===== src/rtl/cfg_pkg.sv =====
package cfg_pkg;
  localparam int unsigned NUM_CH_DEF = 10;
  localparam int unsigned WORD_W_DEF = NUM_CH_DEF + 1;
  localparam int unsigned CNT_W_DEF  = $clog2(WORD_W_DEF + 1);
endpackage


===== src/rtl/cfg_shifter.sv =====
module cfg_shifter #(
  parameter int unsigned W = cfg_pkg::WORD_W_DEF
) (
  input  logic         clk,
  input  logic         rst_n,
  input  logic         clr,
  input  logic         shift_en,
  input  logic         din,
  output logic [W-1:0] word
);
  logic [W-1:0] word_d, word_q;

  always_comb begin
    word_d = word_q;
    if (clr)           word_d = '0;
    else if (shift_en) word_d = {word_q[W-2:0], din};
  end

  always_ff @(posedge clk or negedge rst_n) begin
    if (!rst_n) word_q <= '0;
    else        word_q <= word_d;
  end

  assign word = word_q;
endmodule


===== src/rtl/cfg_seq.sv =====
module cfg_seq #(
  parameter int unsigned W     = cfg_pkg::WORD_W_DEF,
  parameter int unsigned CNT_W = cfg_pkg::CNT_W_DEF
) (
  input  logic             clk,
  input  logic             rst_n,
  input  logic             clr,
  input  logic             act,
  output logic             shift_en,
  output logic             commit_en,
  output logic             committed,
  output logic [CNT_W-1:0] cnt
);
  localparam logic [CNT_W-1:0] FULL = CNT_W'(W);

  logic [CNT_W-1:0] cnt_d, cnt_q;
  logic             lock_d, lock_q;

  assign shift_en  = act && (cnt_q != FULL);
  assign commit_en = act && (cnt_q == FULL) && !lock_q;

  always_comb begin
    cnt_d  = cnt_q;
    lock_d = lock_q;
    if (clr) begin
      cnt_d  = '0;
      lock_d = 1'b0;
    end else begin
      if (shift_en)  cnt_d  = cnt_q + 1'b1;
      if (commit_en) lock_d = 1'b1;
    end
  end

  always_ff @(posedge clk or negedge rst_n) begin
    if (!rst_n) begin
      cnt_q  <= '0;
      lock_q <= 1'b0;
    end else begin
      cnt_q  <= cnt_d;
      lock_q <= lock_d;
    end
  end

  assign committed = lock_q;
  assign cnt       = cnt_q;
endmodule


===== src/rtl/cfg_ctrl_reg.sv =====
module cfg_ctrl_reg #(
  parameter int unsigned NUM_CH = cfg_pkg::NUM_CH_DEF,
  localparam int unsigned W     = NUM_CH + 1
) (
  input  logic              clk,
  input  logic              rst_n,
  input  logic              clr,
  input  logic              load,
  input  logic [W-1:0]      word,
  output logic [NUM_CH-1:0] ch_en,
  output logic              src
);
  // Chain stage 0 holds the last bit shifted (word bit 10, the source select).
  // Stage j+1 holds word bit 9-j, which drives channel j.
  logic [NUM_CH-1:0] map_ch;
  logic [NUM_CH-1:0] ch_d, ch_q;
  logic              src_d, src_q;

  for (genvar j = 0; j < NUM_CH; j++) begin : g_map
    assign map_ch[j] = word[j+1];
  end

  always_comb begin
    ch_d  = ch_q;
    src_d = src_q;
    if (clr) begin
      ch_d  = '1;
      src_d = 1'b0;
    end else if (load) begin
      ch_d  = map_ch;
      src_d = word[0];
    end
  end

  always_ff @(posedge clk or negedge rst_n) begin
    if (!rst_n) begin
      ch_q  <= '1;
      src_q <= 1'b0;
    end else begin
      ch_q  <= ch_d;
      src_q <= src_d;
    end
  end

  assign ch_en = ch_q;
  assign src   = src_q;
endmodule


===== src/rtl/clk_fanout_cfg.sv =====
module clk_fanout_cfg #(
  parameter int unsigned NUM_CH = cfg_pkg::NUM_CH_DEF,
  localparam int unsigned W     = NUM_CH + 1,
  localparam int unsigned CNT_W = $clog2(W + 1)
) (
  input  logic              clk,
  input  logic              rst_n,
  input  logic              mode_prog,
  input  logic              ser_in,
  output logic [NUM_CH-1:0] chan_en,
  output logic              src_sel
);
  logic             clr;
  logic             shift_en, commit_en, committed;
  logic [CNT_W-1:0] cnt;
  logic [W-1:0]     word;
  logic [NUM_CH-1:0] reg_ch;
  logic             reg_src;

  assign clr = !mode_prog;

  cfg_seq #(.W(W), .CNT_W(CNT_W)) u_seq (
    .clk(clk), .rst_n(rst_n), .clr(clr), .act(mode_prog),
    .shift_en(shift_en), .commit_en(commit_en),
    .committed(committed), .cnt(cnt)
  );

  cfg_shifter #(.W(W)) u_shift (
    .clk(clk), .rst_n(rst_n), .clr(clr), .shift_en(shift_en),
    .din(ser_in), .word(word)
  );

  cfg_ctrl_reg #(.NUM_CH(NUM_CH)) u_ctrl (
    .clk(clk), .rst_n(rst_n), .clr(clr), .load(commit_en),
    .word(word), .ch_en(reg_ch), .src(reg_src)
  );

  always_comb begin
    if (mode_prog) begin
      chan_en = reg_ch;
      src_sel = reg_src;
    end else begin
      chan_en = '1;
      src_sel = ser_in;
    end
  end
endmodule


===== config.mk =====
export PLATFORM = sky130hd
export DESIGN_NAME = clk_fanout_cfg
export DESIGN_NICKNAME = d
export VERILOG_FILES = /design/src/rtl/cfg_pkg.sv /design/src/rtl/cfg_shifter.sv /design/src/rtl/cfg_seq.sv /design/src/rtl/cfg_ctrl_reg.sv /design/src/rtl/clk_fanout_cfg.sv
export SDC_FILE = /design/constraint.sdc
export NUM_CORES = 1
export LEC_CHECK = 0
export BUFFER_PORTS_ARGS = -buffer_cell sky130_fd_sc_hd__clkbuf_2
export CAP_MARGIN = 40
export CORE_MARGIN = 5
export CORE_UTILIZATION = 30
export DETAILED_ROUTE_END_ITERATION = 8
export PLACE_DENSITY = 0.5
export SYNTH_ARGS = -nofsm -noshare
export SYNTH_HDL_FRONTEND = slang
export SYNTH_SLANG_ARGS = --single-unit

===== constraint.sdc =====
create_clock -name clk -period 1.7 [get_ports clk]
set_input_delay 0.425 -clock clk [delete_from_list [all_inputs] [get_ports clk]]
set_output_delay 0.425 -clock clk [all_outputs]
set_load 0.05 [all_outputs]

## Word level (Yosys, flattened, before mapping)

Cells that the tools add are included.

- Word-level logic and storage cells: 26
- Input bits: 4
- Flip-flop bits (word level): 27
- Output and inout bits: 11

- Reductions and logical operators: 4
- Muxes and demuxes: 12
- Equal/unequal tests: 4
- $add $sub $neg: 1

Operators with widths:

| cell | count |
|---|---|
| two-way mux 10 bit | 3 |
| two-way mux 11 bit | 2 |
| two-way mux 4 bit | 2 |
| two-way mux 1 bit | 5 |
| adder 4 x 1 -> 4 bit (second input constant) | 1 |
| equality test 4 bit (second input constant) | 1 |
| inequality test 2 x 1 -> 1 bit (second input constant) | 2 |
| inequality test 4 bit (second input constant) | 1 |
| logical AND 1 bit | 3 |
| logical NOT 1 bit | 1 |

## Depth between registers and ports, before layout

- Depth after elaboration: 5
- Depth in mapped cells: 4
- Mapped depth without buffers: 3

## Hierarchy

From an unflattened synthesis, not the netlist that was laid out.

- Cell total of the unflattened synthesis: 109
- Area total of the unflattened synthesis: 1296.2 µm²

By module, submodules not included:

| module | cells each | times used | sequential area each (µm²) | area each (µm²) |
|---|---|---|---|---|
| cfg_ctrl_reg | 36 | 1 | 287.8 | 490.5 |
| cfg_shifter | 35 | 1 | 275.3 | 441.7 |
| cfg_seq | 25 | 1 | 125.1 | 275.3 |
| clk_fanout_cfg | 13 | 1 | 0.0 | 88.8 |

## Worst setup path after synthesis

No wires, ideal clock.

- Path kind: input to output
- From: in mode_prog
- To: out src_sel
- Path buffers: 2
- Cell stages on the path: 3
- Required time: 1275 ps
- Data arrival time: 1805 ps
- Slack: -530 ps
- Cell sequence: buf_6 -> buf_2 -> o21ai_0

- Longest elaborated chain between the ends: 1

Ends and longest elaborated chain:

| what | RTL line | text |
|---|---|---|
| from (decl) | clk_fanout_cfg.sv:8 | `input logic mode_prog,` |
| two-way mux 1 bit | clk_fanout_cfg.sv:39 | `if (mode_prog) begin` |
| to (decl) | clk_fanout_cfg.sv:11 | `output logic src_sel` |

No other way between the ends.

## Worst setup path in the final report

- From: reg u_ctrl.ch_q[4], in the netlist u_ctrl.ch_en[4]
- To: out chan_en[4]

- Longest elaborated chain between the ends: 1

Ends and longest elaborated chain:

| what | RTL line | text |
|---|---|---|
| from (decl) | cfg_ctrl_reg.sv:16 | `logic [NUM_CH-1:0] ch_d, ch_q;` |
| from (signal assigned) | cfg_ctrl_reg.sv:40 | `ch_q <= ch_d;` |
| two-way mux 10 bit | clk_fanout_cfg.sv:39 |  |
| to (decl) | clk_fanout_cfg.sv:10 | `output logic [NUM_CH-1:0] chan_en,` |

No other way between the ends.

==> flow_summary.yaml <==
run_status:
  status: "complete, no violations"
worst_setup_path:
  arrival_ps: 1200
  cp_top_family: "flip-flops"
  end_kind: "output port"
  path_max_fanout: 2
  path_cells: "nand2b_1, clkbuf_2"
  cp-start-kind: "flip-flop"
  worstPathBufferInverterCount: 1
  r2r_setup_slack_ps: 190
  max_stage_delay_ps: 520
  cp_slowest_cell: "dfstp_2"
  required_ps: 1270
  critical_path_class: "flip-flop to output port"
synth:
  yosys_warnings: 0
  ys_ff_latch: 27
  yosysSeqAreaShare_pct: 51.0
  synthesis.area_um2: 1350
  synthesis.instances: 108
  syn_area_per_cell_um2: 12.5
  synth_nets: 113
  synthDistinctLibCells: 21
sta:
  tightest_slew_ps: 656
  hold_violations: 0
  period_minus_slack_ps: 1630
  finalCritPeriodShare_pct: 95.9
  fmax_mhz: 614
  rsz0062_at_grt: "no"
  fin_tns_setup_ps: 0
  setup_violations: 0
  whs_ps: 160
  skew_ps: 5.41
  slew_headroom_pct: 56.3
  slew_viol_final: 0
flow_run:
  max_cap_viol_count: 0
clocking:
  htreeDepth: 1
  clock-root-buffer: "clkbuf_8"
  cts_inserted_buffers: 3
  cts_buffer_depth: 2
  worstSkewPairLatency_ps: 280
  ctsHoldBuffers: 0
  cts_tree: "done"
  cts_sinks: 27
  clk_pin_slew_ps: 90
placed_design:
  placed_area_um2: 1480
  io_buffers: 14
  post-dp-hpwl_mm: 1.57
  place_congestion: 0.693
floorplanning:
  die_x_um: 77.1
  start_util_pct: 31.0
  die-area_um2: 5940
  fp.dieH_um: 77.1
  pin_count: 15
  num_rows: 24
  core-area_um2: 4350
layout:
  antenna_cells: 0
  nFillCells: 438
  multi_input_area_um2: 593
  final_layout_size_suffix_gt1_share_pct: 36.3
  final_nets: 130
  fin_area_um2: 1530
  final-seq-area_um2: 688
  syn_to_final_growth_pct: 13.3
global_routing:
  grt_pass1_vias: 839
  grt_max_degree: 28
  antenna_found_initial: 0
  grt_pass1_wl_mm: 3.97
  grt.total_usage_pct: 8.46
  grt.overflow.total: 0
detailed_routing:
  ant_nets: 0
  wl_per_cell_um: 12.7
  drt_wl_total_mm: 2.23
  drc_errors: 0
  wl_met3_um: 80
  initialDrtViolationCount: 24
  m1WireLength_mm: 1.01
  routed.top_layer: "met4"
  viasPerCell: 4.44
  first_pass_iters: 4
  route.met2.wl_mm: 1.08
  vias: 782
power_and_ir_drop:
  peakVddDrop_v: 0.000249
  powerDensity_nw_per_um2: 727
  leakagePower_nw: 0.767
worst_hold_path:
  hold_path_class: "input pin to async pin"
## logic make-up (layout without fill, tap and decap cells)
kind of cell	count (synthesis)	in the layout	share of synthesized area (%)
AO/OA/AOI/OAI	3	3	1.48
flip-flops	27	27	51.0
AND/OR/NAND/NOR	44	44	19.3
buffers and inverters	8	24	5.29
multiplexers	25	25	22.0
adder cells (fa/ha/maj)	1	1	0.927
## power breakdown
group / internal (mW) / switching [mW]
clock: 0.164 / 0.203
combinational: 0.0366 / 0.0460
sequential: 0.653 / 0.00708
total: 0.854 / 0.256
## metal layers
| metal | global-route usage [%] | vias to the layer above |
|---|---|---|
| met2 | 13.6 | 15 |
| met4 | 5.67 | 0 |
| li1 | - | 383 |
| met1 | 10.2 | 379 |
| met5 | 0 | - |
| met3 | 1.64 | 5 |
## area by class of cell
class,instances,area share [%]
Clock buffer,3,2.70
Sequential cell,27,45.0
Clock inverter,1,0.328
Inverter,2,0.491
Tap cell,52,4.26
Multi-Input combinational cell,73,38.8
Timing Repair Buffer,18,8.35
## sequential cells by signal, indices dropped and copies added, names as in the netlist
register	flops
u_shift.word	11
u_seq.committed	1
u_ctrl.ch_en	10
u_seq.cnt	4
u_ctrl.src	1
## cells in the mapped netlist (all sizes together)
master	instances	area (µm²)
ha	1	12.5
nand2b	12	75.1
nand2	17	63.8
a21boi	1	7.51
inv	2	7.51
dfrtp	17	425
mux2	10	146
nor3b	1	7.51
or2b	10	75.1
o21a	1	7.51
mux2i	15	150
buf	6	63.8
o21ai	1	5.00
nand3b	1	11.3
nor2b	1	6.26
dfstp	10	263
nand3	1	5.00
and4bb	1	16.3
## worst reg2reg max path: stages, from the launching register on
cell      delay, ps
dfrtp_1         400
ha_1            240
and4bb_4        430
mux2_2          370
## worst paths after layout
kind                                 start               to  cells past startpoint
min                                  rst_n       u_ctrl.src                      1
min reg2reg                u_seq.committed  u_seq.committed                      2
max reg2reg                   u_seq.cnt[0]  u_ctrl.ch_en[0]                      3
max                        u_ctrl.ch_en[4]       chan_en[4]                      2
max in group asynchronous            rst_n  u_shift.word[9]                      1
min in group clk                    ser_in  u_shift.word[0]                      3
## per-stage QoR
step           worst slack, ps  util, %  std cells  power [mW]
3_5_place_dp               102     34.0        172       0.757
3_3_place_gp               139     34.0        172       0.756
4_1_cts                   50.3     35.1        176        1.14
6_report                  70.3     35.1        176        1.11
5_1_grt                   10.2     35.1        176        1.17
2_1_floorplan              106        -        108       0.720
## placed cells by master (no fill, tap or decap)
cell type  count
clkinv_2       1
clkbuf_8       3
and4bb_4       1
buf_12         2
nand3b_2       1
nor3b_1        1
o21a_1         1
nand3_1        1
nand2_1       17
mux2_2         1
mux2_4         9
o21ai_2        1
mux2i_1       15
a21boi_1       1
nor2b_1        1
ha_1           1
nand2b_1      12
clkbuf_2      12
buf_4          3
inv_1          2
dfrtp_1       17
buf_2          1
or2b_1        10
dfstp_2       10
## repair_timing
action,4_1_cts,5_1_grt
gates resized for setup,0,1
endpoints found under the setup margin,0,1
hold endpoints to repair,0,0
buffers inserted,0,0
Note: power is estimated with default switching activity, not from simulation.
